`config.mk`:
```
export PLATFORM = sky130hd
export DESIGN_NAME = dbg_imp_ctrl
export DESIGN_NICKNAME = d
export VERILOG_FILES = /design/src/rtl/dbg_imp_pkg.sv /design/src/rtl/dbg_imp_qual.sv /design/src/rtl/dbg_imp_status.sv /design/src/rtl/dbg_imp_irq.sv /design/src/rtl/dbg_imp_ctrl.sv
export SDC_FILE = /design/constraint.sdc
export NUM_CORES = 1
export LEC_CHECK = 0
export CAP_MARGIN = 5
export CORE_ASPECT_RATIO = 1.25
export CORE_MARGIN = 4
export CORE_UTILIZATION = 50
export CTS_BUF_LIST = sky130_fd_sc_hd__clkbuf_4 sky130_fd_sc_hd__clkbuf_8
export DETAILED_ROUTE_END_ITERATION = 12
export DONT_BUFFER_PORTS = 1
export SETUP_SLACK_MARGIN = 0.2
export SLEW_MARGIN = 5
export SYNTH_ARGS = -nofsm -noshare
export SYNTH_HDL_FRONTEND = slang
export SYNTH_HIERARCHICAL = 1
export SYNTH_SLANG_ARGS = --single-unit
```
`constraint.sdc`:
```
create_clock -name clk -period 2.68 [get_ports clk]
set_clock_uncertainty 0.2 [all_clocks]
set_input_delay 0.402 -clock clk [delete_from_list [all_inputs] [get_ports clk]]
set_output_delay 0.402 -clock clk [all_outputs]
set_load 0.03 [all_outputs]
```
`src/rtl/dbg_imp_pkg.sv`:
```
package dbg_imp_pkg;
   localparam int N_EVT   = 8;
   localparam int IMP_BIT = N_EVT;
   localparam int STS_W   = N_EVT + 1;

   typedef enum int {
      EV_IC   = 0,
      EV_BT   = 1,
      EV_EXC  = 2,
      EV_TRAP = 3,
      EV_UNC  = 4,
      EV_IAC  = 5,
      EV_DAC  = 6,
      EV_DVC  = 7
   } ev_e;

   function automatic logic irq_cond(input logic de, input logic idm,
                                     input logic [STS_W-1:0] sts);
      return de & (sts[IMP_BIT] | (idm & (|sts[N_EVT-1:0])));
   endfunction
endpackage

```
`src/rtl/dbg_imp_qual.sv`:
```
module dbg_imp_qual
   import dbg_imp_pkg::*;
(
   input  logic [N_EVT-1:0] evt,
   input  logic             de,
   input  logic             idm,
   input  logic             iac_tog,
   output logic             imp_hit
);
   logic [N_EVT-1:0] qual;

   for (genvar g = 0; g < N_EVT; g++) begin : g_q
      if (g == int'(EV_IC) || g == int'(EV_BT)) begin : g_mode
         assign qual[g] = evt[g] & ~idm;
      end else if (g == int'(EV_IAC)) begin : g_tog
         assign qual[g] = evt[g] & ~(iac_tog & idm);
      end else begin : g_always
         assign qual[g] = evt[g];
      end
   end

   assign imp_hit = ~de & (|qual);
endmodule

```
`src/rtl/dbg_imp_status.sv`:
```
module dbg_imp_status #(
   parameter int W = 9
) (
   input  logic         clk,
   input  logic         rst_n,
   input  logic [W-1:0] set,
   input  logic [W-1:0] clr,
   output logic [W-1:0] sts,
   output logic [W-1:0] sts_nxt
);
   for (genvar b = 0; b < W; b++) begin : g_bit
      assign sts_nxt[b] = set[b] | (sts[b] & ~clr[b]);
      always_ff @(posedge clk or negedge rst_n) begin
         if (!rst_n) sts[b] <= 1'b0;
         else        sts[b] <= sts_nxt[b];
      end
   end
endmodule

```
`src/rtl/dbg_imp_irq.sv`:
```
module dbg_imp_irq
   import dbg_imp_pkg::*;
#(
   parameter int AW      = 32,
   parameter int PC_STEP = 4
) (
   input  logic             clk,
   input  logic             rst_n,
   input  logic             de,
   input  logic             idm,
   input  logic             de_nxt,
   input  logic             idm_nxt,
   input  logic [STS_W-1:0] sts,
   input  logic [STS_W-1:0] sts_nxt,
   input  logic             cfg_we,
   input  logic [AW-1:0]    cfg_pc,
   output logic             irq,
   output logic [AW-1:0]    saved_addr
);
   localparam logic [AW-1:0] STEP = AW'(PC_STEP);

   logic irq_nxt;

   assign irq     = irq_cond(de, idm, sts);
   assign irq_nxt = irq_cond(de_nxt, idm_nxt, sts_nxt);

   always_ff @(posedge clk or negedge rst_n) begin
      if (!rst_n)                          saved_addr <= '0;
      else if (cfg_we && !irq && irq_nxt)  saved_addr <= cfg_pc + STEP;
   end
endmodule

```
`src/rtl/dbg_imp_ctrl.sv`:
```
module dbg_imp_ctrl
   import dbg_imp_pkg::*;
#(
   parameter int AW      = 32,
   parameter int PC_STEP = 4
) (
   input  logic             clk,
   input  logic             rst_n,
   input  logic [N_EVT-1:0] evt_i,
   input  logic             iac_toggle_i,
   input  logic             cfg_we_i,
   input  logic             cfg_de_i,
   input  logic             cfg_idm_i,
   input  logic [AW-1:0]    cfg_pc_i,
   input  logic [STS_W-1:0] sts_clr_i,
   output logic             de_o,
   output logic             idm_o,
   output logic [STS_W-1:0] sts_o,
   output logic             irq_o,
   output logic [AW-1:0]    saved_addr_o
);
   if (AW < 8) begin : g_bad_aw
      $error("dbg_imp_ctrl: AW must be at least 8");
   end
   if (PC_STEP < 1 || PC_STEP > 16) begin : g_bad_step
      $error("dbg_imp_ctrl: PC_STEP out of range");
   end

   logic             de_q, idm_q, de_nxt, idm_nxt, imp_hit;
   logic [STS_W-1:0] set_vec, sts_nxt;

   assign de_nxt  = cfg_we_i ? cfg_de_i  : de_q;
   assign idm_nxt = cfg_we_i ? cfg_idm_i : idm_q;

   always_ff @(posedge clk or negedge rst_n) begin
      if (!rst_n) begin
         de_q  <= 1'b0;
         idm_q <= 1'b0;
      end else begin
         de_q  <= de_nxt;
         idm_q <= idm_nxt;
      end
   end

   dbg_imp_qual u_qual (
      .evt     (evt_i),
      .de      (de_q),
      .idm     (idm_q),
      .iac_tog (iac_toggle_i),
      .imp_hit (imp_hit)
   );

   assign set_vec = {imp_hit, evt_i};

   dbg_imp_status #(.W(STS_W)) u_sts (
      .clk     (clk),
      .rst_n   (rst_n),
      .set     (set_vec),
      .clr     (sts_clr_i),
      .sts     (sts_o),
      .sts_nxt (sts_nxt)
   );

   dbg_imp_irq #(.AW(AW), .PC_STEP(PC_STEP)) u_irq (
      .clk        (clk),
      .rst_n      (rst_n),
      .de         (de_q),
      .idm        (idm_q),
      .de_nxt     (de_nxt),
      .idm_nxt    (idm_nxt),
      .sts        (sts_o),
      .sts_nxt    (sts_nxt),
      .cfg_we     (cfg_we_i),
      .cfg_pc     (cfg_pc_i),
      .irq        (irq_o),
      .saved_addr (saved_addr_o)
   );

   assign de_o  = de_q;
   assign idm_o = idm_q;
endmodule

```
==> run metrics, run 1 <==
vias per cell 5.79; crit path capture u_irq/saved_addr[18]; WHS 34.8 ps; Final GP Congestion 0.872; largest net degree at the start of global routing 44; top-count cell post-synth dfrtp_1; Final setup viols 0; fin crit share 89.3%; CP Capture Type register; R2R Setup Slk 290 ps; final std cells w/o fill 271; num ports 99; first-pass GRT wire length 8.10 mm; GR Util All Layers 18.4%; Die ar. 5670 µm²; H-Tree Depth 2; TritonCTS Buffers 5; Slew Limit Headroom 61.0%; share of layout cells above drive strength 1 21.6%; Max Cap Viol 0; Fillers 406; TNS Setup 0 ps; Max IR drop VDD 0.000423 V; fmax 418 MHz; Worst Tran Pin Value 579 ps; Reg-to-Reg Start u_sts/sts[0]; power per cell area 798 nW/µm²; worst hold path type in -> reg; number of global-route vias before repair 1,710; final hold violation count 0; Distinct cells, synth 28; max-slew violations 0; Mapped Area 2260 µm²; ANT nets after route 0; crit-path max FO 32; routed wire length per instance 18.3 µm; R2R Path End u_irq/saved_addr[18]; Worst EP arrival 2360 ps; Post-Syn Area per Cell 11.0 µm²; worst-case reg-to-reg path depth 7; Via Count 1,568; Yosys top cell by area dfrtp_1; CTS tree yes; estimated wirelength of the detail-placed design 3.87 mm; DR iter-0 viols 83; Chip Width 68.2 µm; Bufs on Longest Clock Path 2; die span in y 83.2 µm; crit path launch type register; hold depth 1; Primary FF master, synth dfrtp_1; Worst-Skew Late Latency 280 ps; EDFF count, synth 0; # port buffers 0; sequential element share of the synthesized area 47.5%; 1st-pass router iterations 4; Util after Layout 56.6%; core area 4390 µm²; HP Start evt_i[3]; Root Buffer clkbuf_8; Inserted Diodes 0; unrepaired setup endpoints after global routing false; clk slew on worst S/H paths 70 ps; Crit Path Category reg -> reg; WP data required 2650 ps; status finished clean; most frequent cells after synthesis 43 x dfrtp_1, 27 x mux2_2, 18 x xnor2_1, 16 x nand2_1, 15 x inv_1; Final nets 268; Detailed Route WL 4.97 mm; Placed Cells 260; post-layout minimum cycle time 2390 ps; fraction of registers with async set/reset 100%; Row Count 27; CTS sink cnt 43; Crit. Startpoint u_sts/sts[0]; Yosys top cell area share 47.5%; Initial Utilization 51.5%; YS warnings 6; antenna violations before repair 0; P&R area growth vs syn 9.90%; total power 1.98 mW; GRT Residual Overflow 0; Synthesized Nets 261; Leak Pwr 1.05 nW; Residual DRC 0; top post-synthesis cells by area dfrtp_1 48%, mux2_2 13%, xnor2_1 7.0%; cell count after synthesis 205; #FFs+latches synth 43
[power breakdown]
| part | switching (mW) | leakage, nW | total [mW] | internal [mW] |
|---|---|---|---|---|
| clock network | 0.196 | 0.0491 | 0.399 | 0.203 |
| logic | 0.108 | 0.499 | 0.272 | 0.164 |
| registers | 0.491 | 0.498 | 1.31 | 0.822 |
| total | 0.795 | 1.05 | 1.98 | 1.19 |
[logic make-up (layout without fill, tap and decap cells)]
logic type | count (synthesis) | in the layout | share of synthesized area (%)
compound gates | 14 | 14 | 4.42
fa+ha+maj | 1 | 1 | 0.553
flops | 43 | 43 | 47.5
mux | 34 | 34 | 16.8
simple gates | 64 | 64 | 15.9
xor+xnor | 28 | 28 | 10.8
buf+inv | 21 | 29 | 3.98
[sequential cells by signal, summed over array words and instances (netlist names)]
register	cells
u_irq/saved_addr	32
u_sts/sts	9
de_o	1
idm_o	1
[worst min-delay path by stage]
stage | end | slack, ps
after floorplan | de_o | -90
after global placement | u_irq/saved_addr[8] | -90
after CTS | u_sts/sts[3] | 20
after detailed placement | u_irq/saved_addr[8] | -90
final | u_sts/sts[3] | 30
after global routing | u_sts/sts[0] | 20
[placed cells by master, fill, tap and decap left out, types with 2 or more instances in the layout]
| cell type | netlist | final |
|---|---|---|
| nand2_1 | 16 | 16 |
| xnor2_1 | 18 | 18 |
| a21o_1 | 10 | 10 |
| nand4_1 | 12 | 12 |
| dlygate4sd3_1 | 0 | 2 |
| xor2_1 | 10 | 10 |
| nor4_1 | 11 | 11 |
| and3_1 | 3 | 3 |
| nand3_1 | 5 | 5 |
| mux2_2 | 27 | 27 |
| inv_1 | 15 | 15 |
| nor2_1 | 7 | 7 |
| buf_4 | 0 | 2 |
| mux2_1 | 5 | 5 |
| clkbuf_8 | 0 | 5 |
| buf_12 | 0 | 2 |
| nor3_1 | 3 | 3 |
| nor4_2 | 2 | 2 |
| clkbuf_4 | 0 | 2 |
| mux2i_1 | 2 | 2 |
| dfrtp_1 | 43 | 43 |
[metal layers]
layer	up-vias	share of wire [%]	global-route usage, %
li1	733	-	-
met1	770	36	19.5
met2	63	53	32.7
met3	2	10	7.17
met4	0	0.54	4.88
met5	-	0	0
[final cells by class]
class | instances | area (µm²) | area share, %
multi-input combinational | 141 | 1120 | 45.0
sequential | 43 | 1080 | 43.3
clock buffer | 7 | 83.8 | 3.37
timing repair buffer | 6 | 75.1 | 3.02
tap | 58 | 72.6 | 2.92
inverter | 15 | 56.3 | 2.26
clock inverter | 1 | 5.00 | 0.201
[critical path, stage by stage (launching register included)]
cell       delay [ps]
dfrtp_1           510
a21o_1            220
nor4_1            300
nand2_1           100
a21o_1            220
o2111ai_4         110
buf_12            230
mux2_2            360
[repair_timing]
action | CTS | global route
gates resized for setup | 0 | 1
buffers inserted | 0 | 0
endpoints found under the hold margin | 44 | 0
hold buffers | 3 | 0
endpoints found under the setup margin | 0 | 2
[per-stage QoR]
| stage | worst slack, ps | area, µm² |
|---|---|---|
| after floorplan | 383 | 2260 |
| after global placement | 317 | 2350 |
| after detailed placement | 281 | 2350 |
| after CTS | 228 | 2480 |
| after global routing | 205 | 2490 |
| final | 288 | 2490 |
Note: power is estimated with default switching activity, not from simulation.
==> run 2: changes to the inputs <==
--- a/config.mk
+++ b/config.mk
@@ -5,6 +5,7 @@
 export SDC_FILE = /design/constraint.sdc
 export NUM_CORES = 1
 export LEC_CHECK = 0
+export ABC_AREA = 1
 export CAP_MARGIN = 5
 export CORE_ASPECT_RATIO = 1.25
 export CORE_MARGIN = 4
==> run 2 against run 1 <==
Compared with the run above:
- register-to-register slack gained 250 ps
- maximum frequency grew 11%
- via count grew 60%
- synthesized area grew 23%
- largest power group unchanged
- die area grew 21%
- worst setup slack gained 240 ps
- wire length grew 40%
- sequential share of layout area shrank 7.5 points
- synthesized cell count grew 110%
- combinational power grew 6%
- clock-buffer cell count shrank 1
- sequential power shrank 9%
==> run metrics, run 2 <==
fraction of registers with async set/reset 100% (unchanged); sequential element share of the synthesized area 38.6% (-8.9 points); biggest regs u_irq/saved_addr x32, u_sts/sts x9; Row Count 30 (+11%); Max Cap Viol 0 (unchanged); CP Capture Type output port; M2 GR Usage 35.6% (+2.9 points); largest family of logic cells by synthesized area simple AND/OR/NAND/NOR gates; fin crit share 80.3% (-8.9 points); Crit Path Category reg -> out; clk slew on worst S/H paths 80 ps (about the same); Synth Area in XOR/XNOR 3.46% (-7.4 points); Leak Pwr 1.61 nW (+54%); Initial Utilization 51.6% (about the same); H-Tree Depth 2 (unchanged); Mapped Area 2790 µm² (+23%); estimated wirelength of the detail-placed design 5.53 mm (+43%); TNS Setup 0 ps (unchanged); post-synthesis simple-gate area fraction 48.0% (+32 points); Final WS setup 527 ps (+239 ps); status finished clean; share of layout cells above drive strength 1 8.78% (-13 points); Synthesized Nets 484 (+85%); max reg flops 32 (unchanged); WHS 29.1 ps (-5.63 ps); Post-Syn Area per Cell 6.51 µm² (-41%); top post-synthesis cells by area dfrtp_1 39%, nand2_1 25%, nand3_1 8.8%; most common cell after layout, fill and taps aside nand2_1; grt met3 use 5.54% (-1.6 points); TritonCTS Buffers 5 (unchanged); CTS sink cnt 43 (unchanged); Die ar. 6840 µm² (+21%); 1st-pass router iterations 4 (unchanged); Distinct cells, synth 22 (-21%); Residual DRC 0 (unchanged); Via Count 2,509 (+60%); die span in y 91.5 µm (+9.9%); EDFF count, synth 0 (unchanged); Post-CTS Setup Repair Bufs 0 (unchanged); number of gates resized after cts 0 (unchanged); first-pass GRT wire length 11.5 mm (+42%); vias per cell 5.05 (-13%); core area 5410 µm² (+23%); compound-gate portion of the synthesized area 1.21% (-3.2 points); Max IR drop VDD 0.000416 V (-1.5%); P&R area growth vs syn 7.90%; Worst-Skew Late Latency 290 ps (about the same); top-count cell post-synth nand2_1; Setup WS pre-CTS 533 ps (+252 ps); num ports 99 (unchanged); post-layout minimum cycle time 2150 ps (-239 ps); WP data required 2080 ps (-570 ps); worst hold path type in -> reg; crit path launch type register; most frequent cells after synthesis 189 x nand2_1, 49 x nand3_1, 46 x inv_1, 46 x nor2_1, 43 x dfrtp_1; Worst EP arrival 1550 ps (-810 ps); Worst Tran Pin Value 415 ps (-164 ps); Root Buffer clkbuf_8; Primary FF master, synth dfrtp_1; commonest non-fill, non-tap cells in the layout 189 x nand2_1, 49 x nand3_1, 46 x inv_1, 46 x nor2_1, 43 x dfrtp_1; CTS tree yes; fmax 464 MHz (+11%); Final nets 488 (+82%); Bufs on Longest Clock Path 2 (unchanged); DR iter-0 viols 113 (+36%); crit-path max FO 3 (-91%); final hold violation count 0 (unchanged); Inserted Diodes 0 (unchanged); routed wire length per instance 14.0 µm (-24%); Reg with most FFs u_irq/saved_addr; Chip Width 74.8 µm (+9.7%); ANT nets after route 0 (unchanged); Final setup viols 0 (unchanged); unrepaired setup endpoints after global routing false; GRT Max-Usage Layer met2; GR Util All Layers 21.5% (+3.1 points); Slew Limit Headroom 72.3% (+11 points); hold buffer count at cts 2 (-1); Final GP Congestion 0.895 (+2.6%); met1 Use GR 26.2% (+6.7 points); Detailed Route WL 6.97 mm (+40%); Yosys top cell area share 38.6% (-8.9 points); cell count after synthesis 428 (+110%); YS warnings 6 (unchanged); post-synthesis mux area share 0% (-17 points); largest net degree at the start of global routing 44 (unchanged); Yosys top cell by area dfrtp_1; antenna violations before repair 0 (unchanged); max-slew violations 0 (unchanged); power per cell area 667 nW/µm² (-16%); Post-Synth Adder-Cell Area 0.449% (-0.10 points); # port buffers 0 (unchanged); number of global-route vias before repair 2,533 (+48%); GRT Residual Overflow 0 (unchanged); #FFs+latches synth 43 (unchanged)
## run 2: changes by cell type after synthesis, moves of 6 or more
cell | before | now
nor2_1 | 7 | 46
nand2_1 | 16 | 189
nor2_2 | 0 | 6
xnor2_1 | 18 | 9
a21o_1 | 10 | 0
nand4_1 | 12 | 2
mux2_2 | 27 | 0
nand2_2 | 0 | 6
xor2_1 | 10 | 2
inv_1 | 15 | 46
nor4_1 | 11 | 0
nand3_1 | 5 | 49
## run 2: cells by family after synthesis
| kind of cell | Yosys count |
|---|---|
| xor gates and xnor gates | 11 |
| and+or+nand+nor | 310 |
| adders and majority gates | 1 |
| AOI/OAI and AO/OA | 6 |
| buffers and inverters | 57 |
| DFF | 43 |
## run 2: power by group
| group | total, mW | internal [mW] | leakage [nW] | switching (mW) |
|---|---|---|---|---|
| Combinational | 0.289 | 0.109 | 1.03 | 0.180 |
| Clock | 0.525 | 0.302 | 0.0612 | 0.223 |
| Sequential | 1.19 | 0.789 | 0.520 | 0.403 |
| Total | 2.01 | 1.20 | 1.61 | 0.806 |
## run 2: final timing paths
path | startpoint | end | slack [ps] | cells past startpoint
hold / removal | evt_i[1] | u_sts/sts[1] | 30 | 2
max in group asynchronous | rst_n | u_sts/sts[8] | 1690 | 2
hold reg to reg | u_irq/saved_addr[5] | u_irq/saved_addr[5] | 480 | 2
min in group asynchronous | rst_n | u_irq/saved_addr[7] | 380 | 2
setup reg to reg | idm_o | u_irq/saved_addr[4] | 540 | 11
setup / recovery | u_sts/sts[1] | irq_o | 530 | 7
## run 2: metrics by stage
stage / instance area, µm² / total power, mW / instances / utilization [%]
after detailed placement: 2860 / 1.48 / 487 / 52.9
after global placement: 2860 / 1.48 / 487 / 52.9
after CTS: 3010 / 2.03 / 497 / 55.6
after floorplan: 2790 / 1.40 / 428 / -
final: 3010 / 2.01 / 497 / 55.6
after global routing: 3010 / 2.12 / 497 / 55.6
## run 2: final cells by class
type | instances | area [µm²]
Clock inverter | 2 | 35.0
Multi-Input combinational cell | 328 | 1480
Tap cell | 64 | 80.1
Inverter | 48 | 180
Sequential cell | 43 | 1080
Fill cell | 584 | 2400
Clock buffer | 6 | 82.6
Timing Repair Buffer | 6 | 72.6
## run 2: per-layer routing
| metal | vias up | wire (µm) |
|---|---|---|
| li1 | 1311 | - |
| met1 | 1099 | 2930 |
| met2 | 87 | 3290 |
| met3 | 12 | 566 |
| met4 | 0 | 180 |
| met5 | - | 0 |
## run 2: critical path, stage by stage (launching register included)
cell	delay [ps]
dfrtp_1	500
nor2_1	180
nand4_1	100
nand2_1	80
nand2_1	50
nand2_1	110
inv_1	60
buf_4	160
